[config.mk]
export PLATFORM = sky130hd
export DESIGN_NAME = cell_rx_router
export DESIGN_NICKNAME = d
export VERILOG_FILES = /design/src/rtl/cellrx_pkg.sv /design/src/rtl/cellrx_lookup.sv /design/src/rtl/cellrx_snp.sv /design/src/rtl/cellrx_seq.sv /design/src/rtl/cell_rx_router.sv
export SDC_FILE = /design/constraint.sdc
export NUM_CORES = 1
export LEC_CHECK = 0
export ABC_CLOCK_PERIOD_IN_PS = 8500
export BUFFER_PORTS_ARGS = -buffer_cell sky130_fd_sc_hd__buf_2
export CORE_MARGIN = 8
export CORE_UTILIZATION = 65
export CTS_BUF_LIST = sky130_fd_sc_hd__clkbuf_2 sky130_fd_sc_hd__clkbuf_4 sky130_fd_sc_hd__clkbuf_8
export DETAILED_ROUTE_END_ITERATION = 6
export PLACE_DENSITY = 0.95
export SYNTH_ARGS = -nofsm -noshare
export SYNTH_HDL_FRONTEND = slang
export SYNTH_HIERARCHICAL = 1
export SYNTH_SLANG_ARGS = --single-unit
[constraint.sdc]
create_clock -name clk -period 8.5 [get_ports clk]
set_clock_uncertainty 0.2 [all_clocks]
set_input_delay 1.275 -clock clk [delete_from_list [all_inputs] [get_ports clk]]
set_output_delay 1.275 -clock clk [all_outputs]
set_load 0.03 [all_outputs]
[src/rtl/cellrx_pkg.sv]
package cellrx_pkg;

    localparam int PAY_BYTES = 47;
    localparam int IDX_W     = 6;

    localparam logic [IDX_W-1:0] IDX_AAL  = 6'd5;
    localparam logic [IDX_W-1:0] IDX_PAY0 = 6'd6;
    localparam logic [IDX_W-1:0] IDX_LAST = 6'd52;
    localparam logic [IDX_W-1:0] IDX_IDLE = 6'd53;

    typedef struct packed {
        logic        valid;
        logic [7:0]  vpi;
        logic [15:0] vci;
    } key_ent_t;

    typedef struct packed {
        logic       csi;
        logic [2:0] sc;
    } sn_t;

    typedef struct packed {
        logic ok;
        logic fixed;
        sn_t  sn;
    } snp_res_t;

    // remainder of d(x)*x^3 modulo x^3+x+1, shifted in MSB first
    function automatic logic [2:0] crc3(input logic [3:0] d);
        logic [2:0] r;
        logic       fb;
        r = '0;
        for (int i = 3; i >= 0; i--) begin
            fb = d[i] ^ r[2];
            r  = {r[1:0], 1'b0} ^ {1'b0, fb, fb};
        end
        return r;
    endfunction

endpackage

[src/rtl/cellrx_lookup.sv]
module cellrx_lookup
    import cellrx_pkg::*;
#(
    parameter int ENTRIES = 4,
    parameter int CH_W    = 2,
    parameter int ENT_W   = 2
) (
    input  logic             clk,
    input  logic             rst,
    input  logic             we,
    input  logic [ENT_W-1:0] widx,
    input  logic             wvalid,
    input  logic [7:0]       wvpi,
    input  logic [15:0]      wvci,
    input  logic [CH_W-1:0]  wchan,
    input  logic [7:0]       vpi,
    input  logic [15:0]      vci,
    output logic             hit,
    output logic [CH_W-1:0]  chan
);

    key_ent_t            keys  [ENTRIES];
    logic [CH_W-1:0]     chans [ENTRIES];
    logic [ENTRIES-1:0]  match;

    for (genvar e = 0; e < ENTRIES; e++) begin : g_ent
        always_ff @(posedge clk) begin
            if (rst) begin
                keys[e]  <= '0;
                chans[e] <= '0;
            end else if (we && widx == ENT_W'(e)) begin
                keys[e]  <= '{valid: wvalid, vpi: wvpi, vci: wvci};
                chans[e] <= wchan;
            end
        end
        assign match[e] = keys[e].valid && keys[e].vpi == vpi && keys[e].vci == vci;
    end

    always_comb begin
        hit  = 1'b0;
        chan = '0;
        for (int e = ENTRIES - 1; e >= 0; e--) begin
            if (match[e]) begin
                hit  = 1'b1;
                chan = chans[e];
            end
        end
    end

endmodule

[src/rtl/cellrx_snp.sv]
module cellrx_snp
    import cellrx_pkg::*;
(
    input  logic [7:0] hdr,
    output snp_res_t   res
);

    logic       par;
    logic [2:0] syn;
    logic [7:0] cw;
    logic [7:0] trial;
    logic       ok;
    logic       fixed;

    always_comb begin
        par   = ^hdr;
        syn   = crc3(hdr[7:4]) ^ hdr[3:1];
        cw    = hdr;
        trial = hdr;
        ok    = 1'b1;
        fixed = 1'b0;
        if (syn != 3'd0 && !par) begin
            ok = 1'b0;
        end else if (par) begin
            fixed = 1'b1;
            if (syn != 3'd0) begin
                for (int i = 1; i < 8; i++) begin
                    trial = hdr ^ (8'd1 << i);
                    if (crc3(trial[7:4]) == trial[3:1]) cw = trial;
                end
            end
        end
        res = '{ok: ok, fixed: fixed, sn: cw[7:4]};
    end

endmodule

[src/rtl/cellrx_seq.sv]
module cellrx_seq #(
    parameter int NCH  = 4,
    parameter int CH_W = 2
) (
    input  logic            clk,
    input  logic            rst,
    input  logic            chk,
    input  logic [CH_W-1:0] ch,
    input  logic [2:0]      sc,
    output logic [NCH-1:0]  err
);

    logic [2:0]     exp_q  [NCH];
    logic [NCH-1:0] sync_q;

    for (genvar c = 0; c < NCH; c++) begin : g_ch
        always_ff @(posedge clk) begin
            if (rst) begin
                exp_q[c]  <= '0;
                sync_q[c] <= 1'b0;
                err[c]    <= 1'b0;
            end else begin
                err[c] <= 1'b0;
                if (chk && ch == CH_W'(c)) begin
                    err[c]    <= sync_q[c] && (sc != exp_q[c]);
                    exp_q[c]  <= sc + 3'd1;
                    sync_q[c] <= 1'b1;
                end
            end
        end
    end


    one_seq_err_chk: assert property (@(posedge clk) disable iff (rst) $onehot0(err));

endmodule

[src/rtl/cell_rx_router.sv]
module cell_rx_router
    import cellrx_pkg::*;
#(
    parameter  int NCH     = 4,
    parameter  int ENTRIES = 4,
    localparam int CH_W    = (NCH > 1) ? $clog2(NCH) : 1,
    localparam int ENT_W   = (ENTRIES > 1) ? $clog2(ENTRIES) : 1,
    localparam int ADDR_W  = $clog2(NCH * PAY_BYTES)
) (
    input  logic              clk,
    input  logic              rst,
    input  logic              in_valid,
    input  logic              in_sop,
    input  logic [7:0]        in_byte,
    input  logic              tbl_we,
    input  logic [ENT_W-1:0]  tbl_idx,
    input  logic              tbl_valid,
    input  logic [7:0]        tbl_vpi,
    input  logic [15:0]       tbl_vci,
    input  logic [CH_W-1:0]   tbl_chan,
    output logic              wr_en,
    output logic [ADDR_W-1:0] wr_addr,
    output logic [7:0]        wr_data,
    output logic [NCH-1:0]    rdy,
    input  logic [NCH-1:0]    rdy_clr,
    output logic              csi_valid,
    output logic              csi_bit,
    output logic [CH_W-1:0]   csi_chan,
    output logic [NCH-1:0]    seq_err,
    output logic              hdr_fix,
    output logic              hdr_bad,
    output logic              cell_miss
);

    localparam logic [ADDR_W-1:0] SLOT = ADDR_W'(PAY_BYTES);

    logic [IDX_W-1:0] cnt;
    logic [IDX_W-1:0] idx;
    logic             take;
    logic [7:0]       vpi_q;
    logic [15:0]      vci_q;
    logic             hit_q;
    logic [CH_W-1:0]  chan_q;
    logic             active;
    logic             done_q;
    logic             lk_hit;
    logic [CH_W-1:0]  lk_chan;
    snp_res_t         snp;
    logic             seq_chk;

    assign idx     = in_sop ? '0 : cnt;
    assign take    = in_valid && (in_sop || cnt <= IDX_LAST);
    assign seq_chk = take && idx == IDX_AAL && hit_q && snp.ok;

    cellrx_lookup #(.ENTRIES(ENTRIES), .CH_W(CH_W), .ENT_W(ENT_W)) u_lookup (
        .clk(clk), .rst(rst), .we(tbl_we), .widx(tbl_idx), .wvalid(tbl_valid),
        .wvpi(tbl_vpi), .wvci(tbl_vci), .wchan(tbl_chan),
        .vpi(vpi_q), .vci(vci_q), .hit(lk_hit), .chan(lk_chan)
    );

    cellrx_snp u_snp (.hdr(in_byte), .res(snp));

    cellrx_seq #(.NCH(NCH), .CH_W(CH_W)) u_seq (
        .clk(clk), .rst(rst), .chk(seq_chk), .ch(chan_q), .sc(snp.sn.sc), .err(seq_err)
    );

    always_ff @(posedge clk) begin
        if (rst) begin
            cnt       <= IDX_IDLE;
            vpi_q     <= '0;
            vci_q     <= '0;
            hit_q     <= 1'b0;
            chan_q    <= '0;
            active    <= 1'b0;
            done_q    <= 1'b0;
            wr_en     <= 1'b0;
            wr_addr   <= '0;
            wr_data   <= '0;
            csi_valid <= 1'b0;
            csi_bit   <= 1'b0;
            csi_chan  <= '0;
            hdr_fix   <= 1'b0;
            hdr_bad   <= 1'b0;
            cell_miss <= 1'b0;
        end else begin
            wr_en     <= 1'b0;
            done_q    <= 1'b0;
            csi_valid <= 1'b0;
            hdr_fix   <= 1'b0;
            hdr_bad   <= 1'b0;
            cell_miss <= 1'b0;
            if (take) begin
                cnt <= idx + 1'b1;
                case (idx)
                    6'd0: begin vpi_q[7:4] <= in_byte[3:0]; active <= 1'b0; end
                    6'd1: begin vpi_q[3:0] <= in_byte[7:4]; vci_q[15:12] <= in_byte[3:0]; end
                    6'd2: vci_q[11:4] <= in_byte;
                    6'd3: vci_q[3:0]  <= in_byte[7:4];
                    6'd4: begin hit_q <= lk_hit; chan_q <= lk_chan; end
                    default: ;
                endcase
                if (idx == IDX_AAL) begin
                    if (!hit_q) begin
                        cell_miss <= 1'b1;
                    end else if (!snp.ok) begin
                        hdr_bad <= 1'b1;
                    end else begin
                        active    <= 1'b1;
                        hdr_fix   <= snp.fixed;
                        csi_valid <= 1'b1;
                        csi_bit   <= snp.sn.csi;
                        csi_chan  <= chan_q;
                    end
                end
                if (idx >= IDX_PAY0 && active) begin
                    wr_en   <= 1'b1;
                    wr_addr <= ADDR_W'(chan_q) * SLOT + ADDR_W'(idx - IDX_PAY0);
                    wr_data <= in_byte;
                    done_q  <= (idx == IDX_LAST);
                end
            end
        end
    end

    always_ff @(posedge clk) begin
        if (rst) rdy <= '0;
        else     rdy <= (rdy & ~rdy_clr) | (done_q ? (NCH'(1) << chan_q) : '0);
    end


    addr_range_chk: assert property (@(posedge clk) disable iff (rst)
        wr_en |-> wr_addr < ADDR_W'(NCH * PAY_BYTES));

    addr_step_chk: assert property (@(posedge clk) disable iff (rst)
        wr_en && $past(wr_en) |-> wr_addr == $past(wr_addr) + 1'b1);

    miss_quiet_chk: assert property (@(posedge clk) disable iff (rst)
        cell_miss |-> !csi_valid && !hdr_bad && !hdr_fix);

    bad_quiet_chk: assert property (@(posedge clk) disable iff (rst)
        hdr_bad |-> !csi_valid && !hdr_fix);

    csi_after_byte_chk: assert property (@(posedge clk) disable iff (rst)
        csi_valid |-> $past(in_valid));

    for (genvar c = 0; c < NCH; c++) begin : g_rdy_chk

        rdy_rise_chk: assert property (@(posedge clk) disable iff (rst)
            rdy[c] && !$past(rdy[c]) |-> $past(wr_en));
    end

endmodule

==> run_summary.xml, run 1 <==
<?xml version="1.0" encoding="UTF-8"?>
<metrics>
  <group name="clock_network">
    <metric name="post_cts_buffers" unit="">0</metric>
    <metric name="cts_tree" unit="">yes</metric>
    <metric name="clk_pin_slew_worst_paths" unit="ps">90</metric>
    <metric name="clk_root_buffer_cell" unit="">sky130_fd_sc_hd__clkbuf_8</metric>
    <metric name="tritoncts_num_sinks" unit="">191</metric>
    <metric name="maximum_buffer_depth_of_the_clock_tree" unit="">2</metric>
    <metric name="tritoncts.num_buffers" unit="">17</metric>
    <metric name="cts_hold_buf" unit="">0</metric>
    <metric name="cts_repair_resize_count" unit="">0</metric>
    <metric name="clock_latency" unit="ps">490</metric>
    <metric name="ctsHtreeMaxLevel" unit="">4</metric>
  </group>
  <group name="sta">
    <metric name="fin_worst_hold_slack" unit="ps">238</metric>
    <metric name="final-max-slew-violation-count" unit="">0</metric>
    <metric name="fin_setup_tns" unit="ps">0</metric>
    <metric name="max_slew_margin" unit="%">26.0</metric>
    <metric name="tightest_slew" unit="ps">1110</metric>
    <metric name="setup-violations-final" unit="">0</metric>
    <metric name="final_critical_period" unit="ps">4060</metric>
    <metric name="max_freq" unit="MHz">246</metric>
    <metric name="final_hold_vios" unit="">0</metric>
    <metric name="grt_setup_unrepaired" unit="">no</metric>
    <metric name="layout_setup_ws" unit="ps">4440</metric>
    <metric name="layout_worst_path_cycle_share" unit="%">47.8</metric>
  </group>
  <group name="global_routing">
    <metric name="overflow" unit="">0</metric>
    <metric name="grt_pass1_wl" unit="um">36200</metric>
    <metric name="grt_pass1_vias" unit="">6867</metric>
    <metric name="grt_antenna_before_repair" unit="">0</metric>
    <metric name="gr-usage-all-layers" unit="%">23.9</metric>
    <metric name="grt_start_max_net_pins" unit="">72</metric>
  </group>
  <group name="synthesis">
    <metric name="postSynthCellCount" unit="">842</metric>
    <metric name="synth-warning-count" unit="">6</metric>
    <metric name="synth.net_count" unit="">910</metric>
    <metric name="synthesis.area_per_instance" unit="um^2">11.6</metric>
    <metric name="postSynth.topFlopCell" unit="">sky130_fd_sc_hd__edfxtp_1</metric>
    <metric name="synth.ff_latch_count" unit="">191</metric>
    <metric name="synth_edf_count" unit="">120</metric>
    <metric name="async_reset_ff_share" unit="%">0</metric>
    <metric name="yosys.cell_types.count" unit="">74</metric>
    <metric name="post_synthesis_instance_area" unit="um^2">9730</metric>
    <metric name="synth-seq-area-share" unit="%">51.6</metric>
  </group>
  <group name="pwr">
    <metric name="cellLeakagePower" unit="nW">4.24</metric>
    <metric name="power.density_cell_area" unit="nW/um^2">179</metric>
    <metric name="power.ir.vdd_worst" unit="V">0.000217</metric>
  </group>
  <group name="job">
    <metric name="max_cap_viol_count" unit="">0</metric>
  </group>
  <group name="route">
    <metric name="wirelength" unit="um">22900</metric>
    <metric name="drt_drc_violations_left" unit="">0</metric>
    <metric name="drt_first_pass_iters" unit="">7</metric>
    <metric name="avgRoutedWirePerCell" unit="um">20.8</metric>
    <metric name="number_of_vias_in_the_routed_layout" unit="">6747</metric>
    <metric name="drtIter0Drc" unit="">673</metric>
    <metric name="vias_per_cell" unit="">6.15</metric>
    <metric name="drt.antenna.violating_nets" unit="">0</metric>
  </group>
  <group name="floorplanning">
    <metric name="fp.dieArea" unit="um^2">19100</metric>
    <metric name="dieWidth" unit="um">138</metric>
    <metric name="core_area" unit="um^2">14600</metric>
    <metric name="ios" unit="">78</metric>
    <metric name="die_height" unit="um">138</metric>
    <metric name="num_rows" unit="">44</metric>
    <metric name="floorplan.initialDensity" unit="%">66.7</metric>
  </group>
  <group name="finish">
    <metric name="final_nets" unit="">968</metric>
    <metric name="multi_input_area" unit="um^2">4440</metric>
    <metric name="syn_to_final_growth" unit="%">8.76</metric>
    <metric name="fillCellCount" unit="">1016</metric>
    <metric name="final_std_cell_area_no_fill" unit="um^2">10600</metric>
    <metric name="antenna_cells" unit="">0</metric>
    <metric name="regArea" unit="um^2">5020</metric>
    <metric name="final_layout_size_suffix_gt1_share" unit="%">16.3</metric>
    <metric name="stdcell_count" unit="">1097</metric>
  </group>
  <group name="placed_design">
    <metric name="preCtsSetupSlack" unit="ps">4010</metric>
    <metric name="gp_congestion" unit="">0.859</metric>
    <metric name="dp.cells" unit="">1065</metric>
    <metric name="numPortBuffers" unit="">77</metric>
    <metric name="post-dp-hpwl" unit="um">15800</metric>
    <metric name="dpl-instance-area" unit="um^2">10200</metric>
  </group>
  <group name="worst_hold_path">
    <metric name="number_of_cells_on_the_worst_hold_path" unit="">2</metric>
    <metric name="worst_hold_path_type" unit="">reg2reg</metric>
  </group>
  <group name="worst_setup_path">
    <metric name="cp-startpoint" unit="">in_byte[5]</metric>
    <metric name="setup.worst_path.end" unit="">u_seq/err[0]</metric>
    <metric name="worstSetupPathType" unit="">in2reg</metric>
    <metric name="critical_path.reg2reg.startpoint" unit="">chan_q[0]</metric>
    <metric name="timing.critical_path.buf_inv" unit="">1</metric>
    <metric name="minimum_setup_slack_among_reg_to_reg_paths" unit="ps">5190</metric>
    <metric name="worstSetupPathDepth" unit="">9</metric>
    <metric name="max_stage_delay_on_crit_path" unit="ps">660</metric>
    <metric name="timing.critical_path.slowest_stage_cell" unit="">sky130_fd_sc_hd__a2111oi_4</metric>
    <metric name="path_depth_of_the_worst_reg2reg_path" unit="">8</metric>
    <metric name="cpLargestDelayFamily" unit="">compound AO/OA/AOI/OAI gates</metric>
    <metric name="timing.rr.end" unit="">wr_addr[7]</metric>
    <metric name="critical_path.cell_chain" unit="">buf_2 -&gt; xnor3_2 -&gt; xnor2_1 -&gt; nor2_1 -&gt; a2bb2oi_1 -&gt; nand2_1 -&gt; a2111oi_4 -&gt; or4b_4 -&gt; a311oi_1</metric>
    <metric name="setup.worst_path.end_class" unit="">flip-flop</metric>
    <metric name="worst_setup_path_start_kind" unit="">input pin</metric>
    <metric name="critPathMaxFanout" unit="">10</metric>
    <metric name="arrival" unit="ps">4250</metric>
    <metric name="worstPathRequired" unit="ps">8690</metric>
  </group>
  <group name="outcome">
    <metric name="status" unit="">completed</metric>
  </group>
</metrics>
-- sequential cells by signal (all words and copies together) (netlist names), 2 cells and up --
signal,cells
u_lookup/keys,100
vci_q,16
u_seq/exp_q,12
u_lookup/chans,8
vpi_q,8
wr_addr,8
wr_data,8
cnt,6
rdy,4
u_seq/err,4
u_seq/sync_q,4
chan_q,2
csi_chan,2
-- worst register-to-register path: stages (launching register included) --
cell	delay, ps
sky130_fd_sc_hd__dfxtp_1	770
sky130_fd_sc_hd__inv_1	230
sky130_fd_sc_hd__fa_1	600
sky130_fd_sc_hd__inv_1	80
sky130_fd_sc_hd__fa_1	480
sky130_fd_sc_hd__a211o_1	330
sky130_fd_sc_hd__nor4b_1	150
sky130_fd_sc_hd__a311oi_1	240
sky130_fd_sc_hd__o21ai_0	110
-- area by class of cell --
class                   instances  share of cell area [%]
repair buffers                 79                    3.78
clock buffers                  18                    2.28
clock inverters                14                    1.48
inverters                      24                   0.851
well taps                     184                    2.18
flip-flops and latches        191                    47.5
multi-input cells             587                    41.9
-- per-layer routing --
layer | share of wire [%] | global-route usage [%] | up-vias | wire (um)
met4 | 3.9 | 11.6 | 0 | 890
met5 | 0 | 0 | - | 0
met2 | 51 | 41.0 | 316 | 11600
met3 | 7.2 | 5.62 | 60 | 1650
li1 | - | - | 3088 | -
met1 | 38 | 27.5 | 3283 | 8710
-- cells in the mapped netlist, types with 7 or more instances --
library cell,n,share of area [%]
sky130_fd_sc_hd__edfxtp_1,120,37
sky130_fd_sc_hd__and2_1,111,7.1
sky130_fd_sc_hd__xnor2_1,72,6.5
sky130_fd_sc_hd__dfxtp_1,71,15
sky130_fd_sc_hd__xor2_1,56,5.0
sky130_fd_sc_hd__nor2_1,52,2.0
sky130_fd_sc_hd__o21ai_0,31,1.6
sky130_fd_sc_hd__mux2i_1,30,3.1
sky130_fd_sc_hd__nand3_1,27,1.4
sky130_fd_sc_hd__a21oi_1,24,1.2
sky130_fd_sc_hd__inv_1,23,0.89
sky130_fd_sc_hd__clkbuf_1,20,0.77
sky130_fd_sc_hd__nand2_1,20,0.77
sky130_fd_sc_hd__ha_1,18,2.3
sky130_fd_sc_hd__nor3_1,15,0.77
sky130_fd_sc_hd__nand4_1,12,0.77
sky130_fd_sc_hd__buf_2,9,0.46
sky130_fd_sc_hd__a311oi_1,8,0.72
sky130_fd_sc_hd__nand2b_1,8,0.51
sky130_fd_sc_hd__nor4_1,8,0.51
sky130_fd_sc_hd__a31o_2,7,0.63
-- cell usage in the layout, fill, tap and decap left out, types with 11 or more instances in the layout --
| cell type | instances |
|---|---|
| sky130_fd_sc_hd__a21oi_1 | 24 |
| sky130_fd_sc_hd__and2_1 | 111 |
| sky130_fd_sc_hd__buf_2 | 77 |
| sky130_fd_sc_hd__clkbuf_8 | 17 |
| sky130_fd_sc_hd__dfxtp_1 | 71 |
| sky130_fd_sc_hd__edfxtp_1 | 120 |
| sky130_fd_sc_hd__ha_1 | 18 |
| sky130_fd_sc_hd__inv_1 | 23 |
| sky130_fd_sc_hd__mux2i_1 | 30 |
| sky130_fd_sc_hd__nand2_1 | 20 |
| sky130_fd_sc_hd__nand3_1 | 27 |
| sky130_fd_sc_hd__nand4_1 | 12 |
| sky130_fd_sc_hd__nor2_1 | 52 |
| sky130_fd_sc_hd__nor3_1 | 11 |
| sky130_fd_sc_hd__o21ai_0 | 31 |
| sky130_fd_sc_hd__xnor2_1 | 72 |
| sky130_fd_sc_hd__xor2_1 | 56 |
-- worst min path at each step --
stage	from	slack, ps	to
6_report	u_seq/sync_q[0]	240	u_seq/err[0]
5_1_grt	u_seq/sync_q[0]	260	u_seq/err[0]
4_1_cts	u_seq/sync_q[0]	240	u_seq/err[0]
3_5_place_dp	u_seq/sync_q[0]	230	u_seq/err[0]
3_3_place_gp	u_seq/sync_q[3]	220	u_seq/err[3]
2_1_floorplan	u_seq/sync_q[0]	210	u_seq/err[0]
-- cell families (layout without fill, tap and decap cells) --
kind of cell	after synthesis	after routing	synth area share (%)
XOR/XNOR	133	133	12.5
adder cells (fa/ha/maj)	22	22	3.14
flip-flops	191	191	51.6
AO/OA/AOI/OAI	114	114	8.50
AND/OR/NAND/NOR	288	288	18.0
buffers and inverters	64	135	3.14
multiplexers	30	30	3.09
-- stage by stage --
step | util, % | power, W
2_1_floorplan | - | 0.00124
3_3_place_gp | 69.8 | 0.00129
3_5_place_dp | 69.8 | 0.00130
4_1_cts | 72.5 | 0.00189
5_1_grt | 72.5 | 0.00196
6_report | 72.5 | 0.00189
-- report_power, final --
| part | switching [W] | total [W] | internal [W] |
|---|---|---|---|
| clock network | 0.000336 | 0.000606 | 0.000270 |
| registers | 0.0000321 | 0.00106 | 0.00103 |
| logic | 0.000138 | 0.000223 | 0.0000848 |
| total | 0.000506 | 0.00189 | 0.00139 |
Power figures use the tool's default switching activity.
==> run 2, diff against run 1 <==
--- a/config.mk
+++ b/config.mk
@@ -5,13 +5,13 @@
 export SDC_FILE = /design/constraint.sdc
 export NUM_CORES = 1
 export LEC_CHECK = 0
-export ABC_CLOCK_PERIOD_IN_PS = 8500
+export ABC_CLOCK_PERIOD_IN_PS = 3530
 export BUFFER_PORTS_ARGS = -buffer_cell sky130_fd_sc_hd__buf_2
 export CORE_MARGIN = 8
-export CORE_UTILIZATION = 65
+export CORE_UTILIZATION = 56
 export CTS_BUF_LIST = sky130_fd_sc_hd__clkbuf_2 sky130_fd_sc_hd__clkbuf_4 sky130_fd_sc_hd__clkbuf_8
 export DETAILED_ROUTE_END_ITERATION = 6
-export PLACE_DENSITY = 0.95
+export PLACE_DENSITY = 0.89
 export SYNTH_ARGS = -nofsm -noshare
 export SYNTH_HDL_FRONTEND = slang
 export SYNTH_HIERARCHICAL = 1
==> constraint.sdc (replaced) <==
create_clock -name clk -period 3.53 [get_ports clk]
set_clock_uncertainty 0.2 [all_clocks]
set_input_delay 0.5295 -clock clk [delete_from_list [all_inputs] [get_ports clk]]
set_output_delay 0.5295 -clock clk [all_outputs]
set_load 0.03 [all_outputs]
==> run 2 against run 1 <==
Net effect:
- critical endpoint is now wr_addr[7]
- worst setup slack worse by 4100 ps
- cell count up 5.7%
- critical path depth unchanged
- routed wire length decreased by 1.8%
- die area up 14%
- combinational power up 150%
- critical path type is now reg2reg
- register-to-register slack worse by 4900 ps
- power is 140% higher
- clock power up 130%
==> run_summary.xml, run 2 (synthesis results as in run 1) <==
<?xml version="1.0" encoding="UTF-8"?>
<metrics>
  <group name="worst_setup_path">
    <metric name="arrival" unit="ps">3370</metric>
    <metric name="worst_path_most_repeated_cell" unit="">sky130_fd_sc_hd__fa_1</metric>
    <metric name="worstSetupPathType" unit="">reg2reg</metric>
    <metric name="worstPathRequired" unit="ps">3700</metric>
    <metric name="critPathMaxFanout" unit="">10</metric>
    <metric name="max_stage_delay_on_crit_path" unit="ps">510</metric>
    <metric name="critical_path.cell_chain" unit="">nor2b_1 -&gt; inv_1 -&gt; fa_1 -&gt; ha_1 -&gt; fa_1 -&gt; a211o_1 -&gt; nor4b_1 -&gt; a311oi_1 -&gt; o21ai_0</metric>
    <metric name="worst_setup_path_start_kind" unit="">flip-flop</metric>
    <metric name="timing.critical_path.slowest_stage_cell" unit="">sky130_fd_sc_hd__dfxtp_1</metric>
    <metric name="setup.worst_path.end_class" unit="">flip-flop</metric>
  </group>
  <group name="route">
    <metric name="drt_first_pass_iters" unit="">5</metric>
    <metric name="vias_per_cell" unit="">5.77</metric>
    <metric name="drt.antenna.violating_nets" unit="">0</metric>
    <metric name="m1WireLength" unit="um">9300</metric>
    <metric name="drtIter0Drc" unit="">501</metric>
    <metric name="drt_drc_violations_left" unit="">0</metric>
    <metric name="detailroute.wirelength.met2" unit="um">10800</metric>
    <metric name="wirelength" unit="um">22500</metric>
    <metric name="number_of_vias_in_the_routed_layout" unit="">6691</metric>
    <metric name="wl_met3" unit="um">1510</metric>
    <metric name="dr.max_layer_used" unit="">met4</metric>
    <metric name="avgRoutedWirePerCell" unit="um">19.4</metric>
  </group>
  <group name="pwr">
    <metric name="cellLeakagePower" unit="nW">4.32</metric>
    <metric name="power.density_cell_area" unit="nW/um^2">420</metric>
    <metric name="final_total_pwr" unit="W">0.00452</metric>
    <metric name="power.ir.vdd_worst" unit="V">0.000341</metric>
  </group>
  <group name="sta">
    <metric name="setup-violations-final" unit="">0</metric>
    <metric name="layout_worst_path_cycle_share" unit="%">90.7</metric>
    <metric name="tightest_slew" unit="ps">830</metric>
    <metric name="fin_setup_tns" unit="ps">0</metric>
    <metric name="grt_setup_unrepaired" unit="">no</metric>
    <metric name="final_critical_period" unit="ps">3200</metric>
    <metric name="final_hold_vios" unit="">0</metric>
    <metric name="max_slew_margin" unit="%">44.6</metric>
    <metric name="final-max-slew-violation-count" unit="">0</metric>
    <metric name="max_freq" unit="MHz">312</metric>
  </group>
  <group name="job">
    <metric name="max_cap_viol_count" unit="">0</metric>
  </group>
  <group name="clock_network">
    <metric name="post_cts_buffers" unit="">0</metric>
    <metric name="maximum_buffer_depth_of_the_clock_tree" unit="">2</metric>
    <metric name="cts_repair_resize_count" unit="">0</metric>
    <metric name="clock_latency" unit="ps">480</metric>
    <metric name="cts_tree" unit="">yes</metric>
    <metric name="ctsHtreeMaxLevel" unit="">4</metric>
    <metric name="tritoncts_num_sinks" unit="">191</metric>
    <metric name="clk_pin_slew_worst_paths" unit="ps">100</metric>
    <metric name="cts_hold_buf" unit="">0</metric>
    <metric name="tritoncts.num_buffers" unit="">17</metric>
    <metric name="clk_root_buffer_cell" unit="">sky130_fd_sc_hd__clkbuf_8</metric>
  </group>
  <group name="finish">
    <metric name="largestRegisters" unit="">u_lookup/keys: 100 flops, vci_q: 16 flops, u_seq/exp_q: 12 flops</metric>
    <metric name="largest_register_ffs" unit="">100</metric>
    <metric name="commonest_non_fill_non_tap_cell_in_the_layout" unit="">sky130_fd_sc_hd__edfxtp_1</metric>
    <metric name="syn_to_final_growth" unit="%">10.6</metric>
    <metric name="registers.top_by_ff_count" unit="">u_lookup/keys</metric>
    <metric name="final_std_cell_area_no_fill" unit="um^2">10800</metric>
    <metric name="utilization" unit="%">62.9</metric>
    <metric name="final_layout_size_suffix_gt1_share" unit="%">17.9</metric>
    <metric name="final_nets" unit="">988</metric>
    <metric name="most-common-layout-cells" unit="">sky130_fd_sc_hd__edfxtp_1, sky130_fd_sc_hd__and2_1, sky130_fd_sc_hd__buf_2</metric>
  </group>
  <group name="floorplanning">
    <metric name="num_rows" unit="">48</metric>
    <metric name="ios" unit="">78</metric>
    <metric name="die_height" unit="um">148</metric>
    <metric name="core_area" unit="um^2">17100</metric>
    <metric name="floorplan.initialDensity" unit="%">56.8</metric>
    <metric name="dieWidth" unit="um">148</metric>
    <metric name="fp.dieArea" unit="um^2">21800</metric>
  </group>
  <group name="global_routing">
    <metric name="grt_pass1_vias" unit="">6809</metric>
    <metric name="grt_start_max_net_pins" unit="">42</metric>
    <metric name="overflow" unit="">0</metric>
    <metric name="grt_antenna_before_repair" unit="">0</metric>
    <metric name="grt_pass1_wl" unit="um">35500</metric>
    <metric name="gr-usage-all-layers" unit="%">20.9</metric>
  </group>
  <group name="placed_design">
    <metric name="numPortBuffers" unit="">77</metric>
    <metric name="dpl-instance-area" unit="um^2">10400</metric>
    <metric name="gp_congestion" unit="">0.907</metric>
    <metric name="post-dp-hpwl" unit="um">16200</metric>
  </group>
  <group name="outcome">
    <metric name="status" unit="">completed</metric>
  </group>
  <group name="worst_hold_path">
    <metric name="worst_hold_path_type" unit="">in2reg</metric>
  </group>
</metrics>
-- run 2: layout make-up --
class	count	area [um^2]
Fill cell	1329	6350
Timing Repair Buffer	99	551
Inverter	24	90.1
Sequential cell	191	5020
Tap cell	225	282
Antenna cell	1	2.50
Clock buffer	19	249
Multi-Input combinational cell	587	4430
Clock inverter	13	138
-- run 2: critical path: cells and delay by family (launching register included) --
kind / cells / cell delay [ps]
AOI/OAI and AO/OA: 3 / 700
adders and majority gates: 3 / 1130
DFF: 1 / 510
and+or+nand+nor: 2 / 430
buffers and inverters: 1 / 120
-- run 2: per-layer routing --
layer	GRT usage, %	vias to the layer above
li1	-	3134
met1	26.3	3240
met2	34.3	263
met3	4.31	54
met4	9.38	0
met5	0	-
-- run 2: power breakdown --
group	leakage (nW)	internal, W	total, W	switching [W]
combinational	2.39	0.000218	0.000552	0.000334
clock	0.185	0.000644	0.00142	0.000774
sequential	1.75	0.00248	0.00255	0.0000664
-- run 2: final timing paths --
path | startpoint | end | slack [ps] | cells past startpoint
max | cnt[1] | wr_addr[7] | 330 | 9
min | rdy_clr[2] | rdy[2] | 110 | 3
max reg2reg | cnt[1] | wr_addr[7] | 330 | 9
min reg2reg | u_seq/sync_q[0] | u_seq/err[0] | 240 | 2
-- run 2: metrics by stage --
stage,hold WS [ps],std cells,setup WS (ps)
floorplan,210,842,187
global placement,227,1126,314
detailed placement,229,1126,211
global route,91.2,1158,150
CTS,88.7,1158,345
finish,107,1159,328
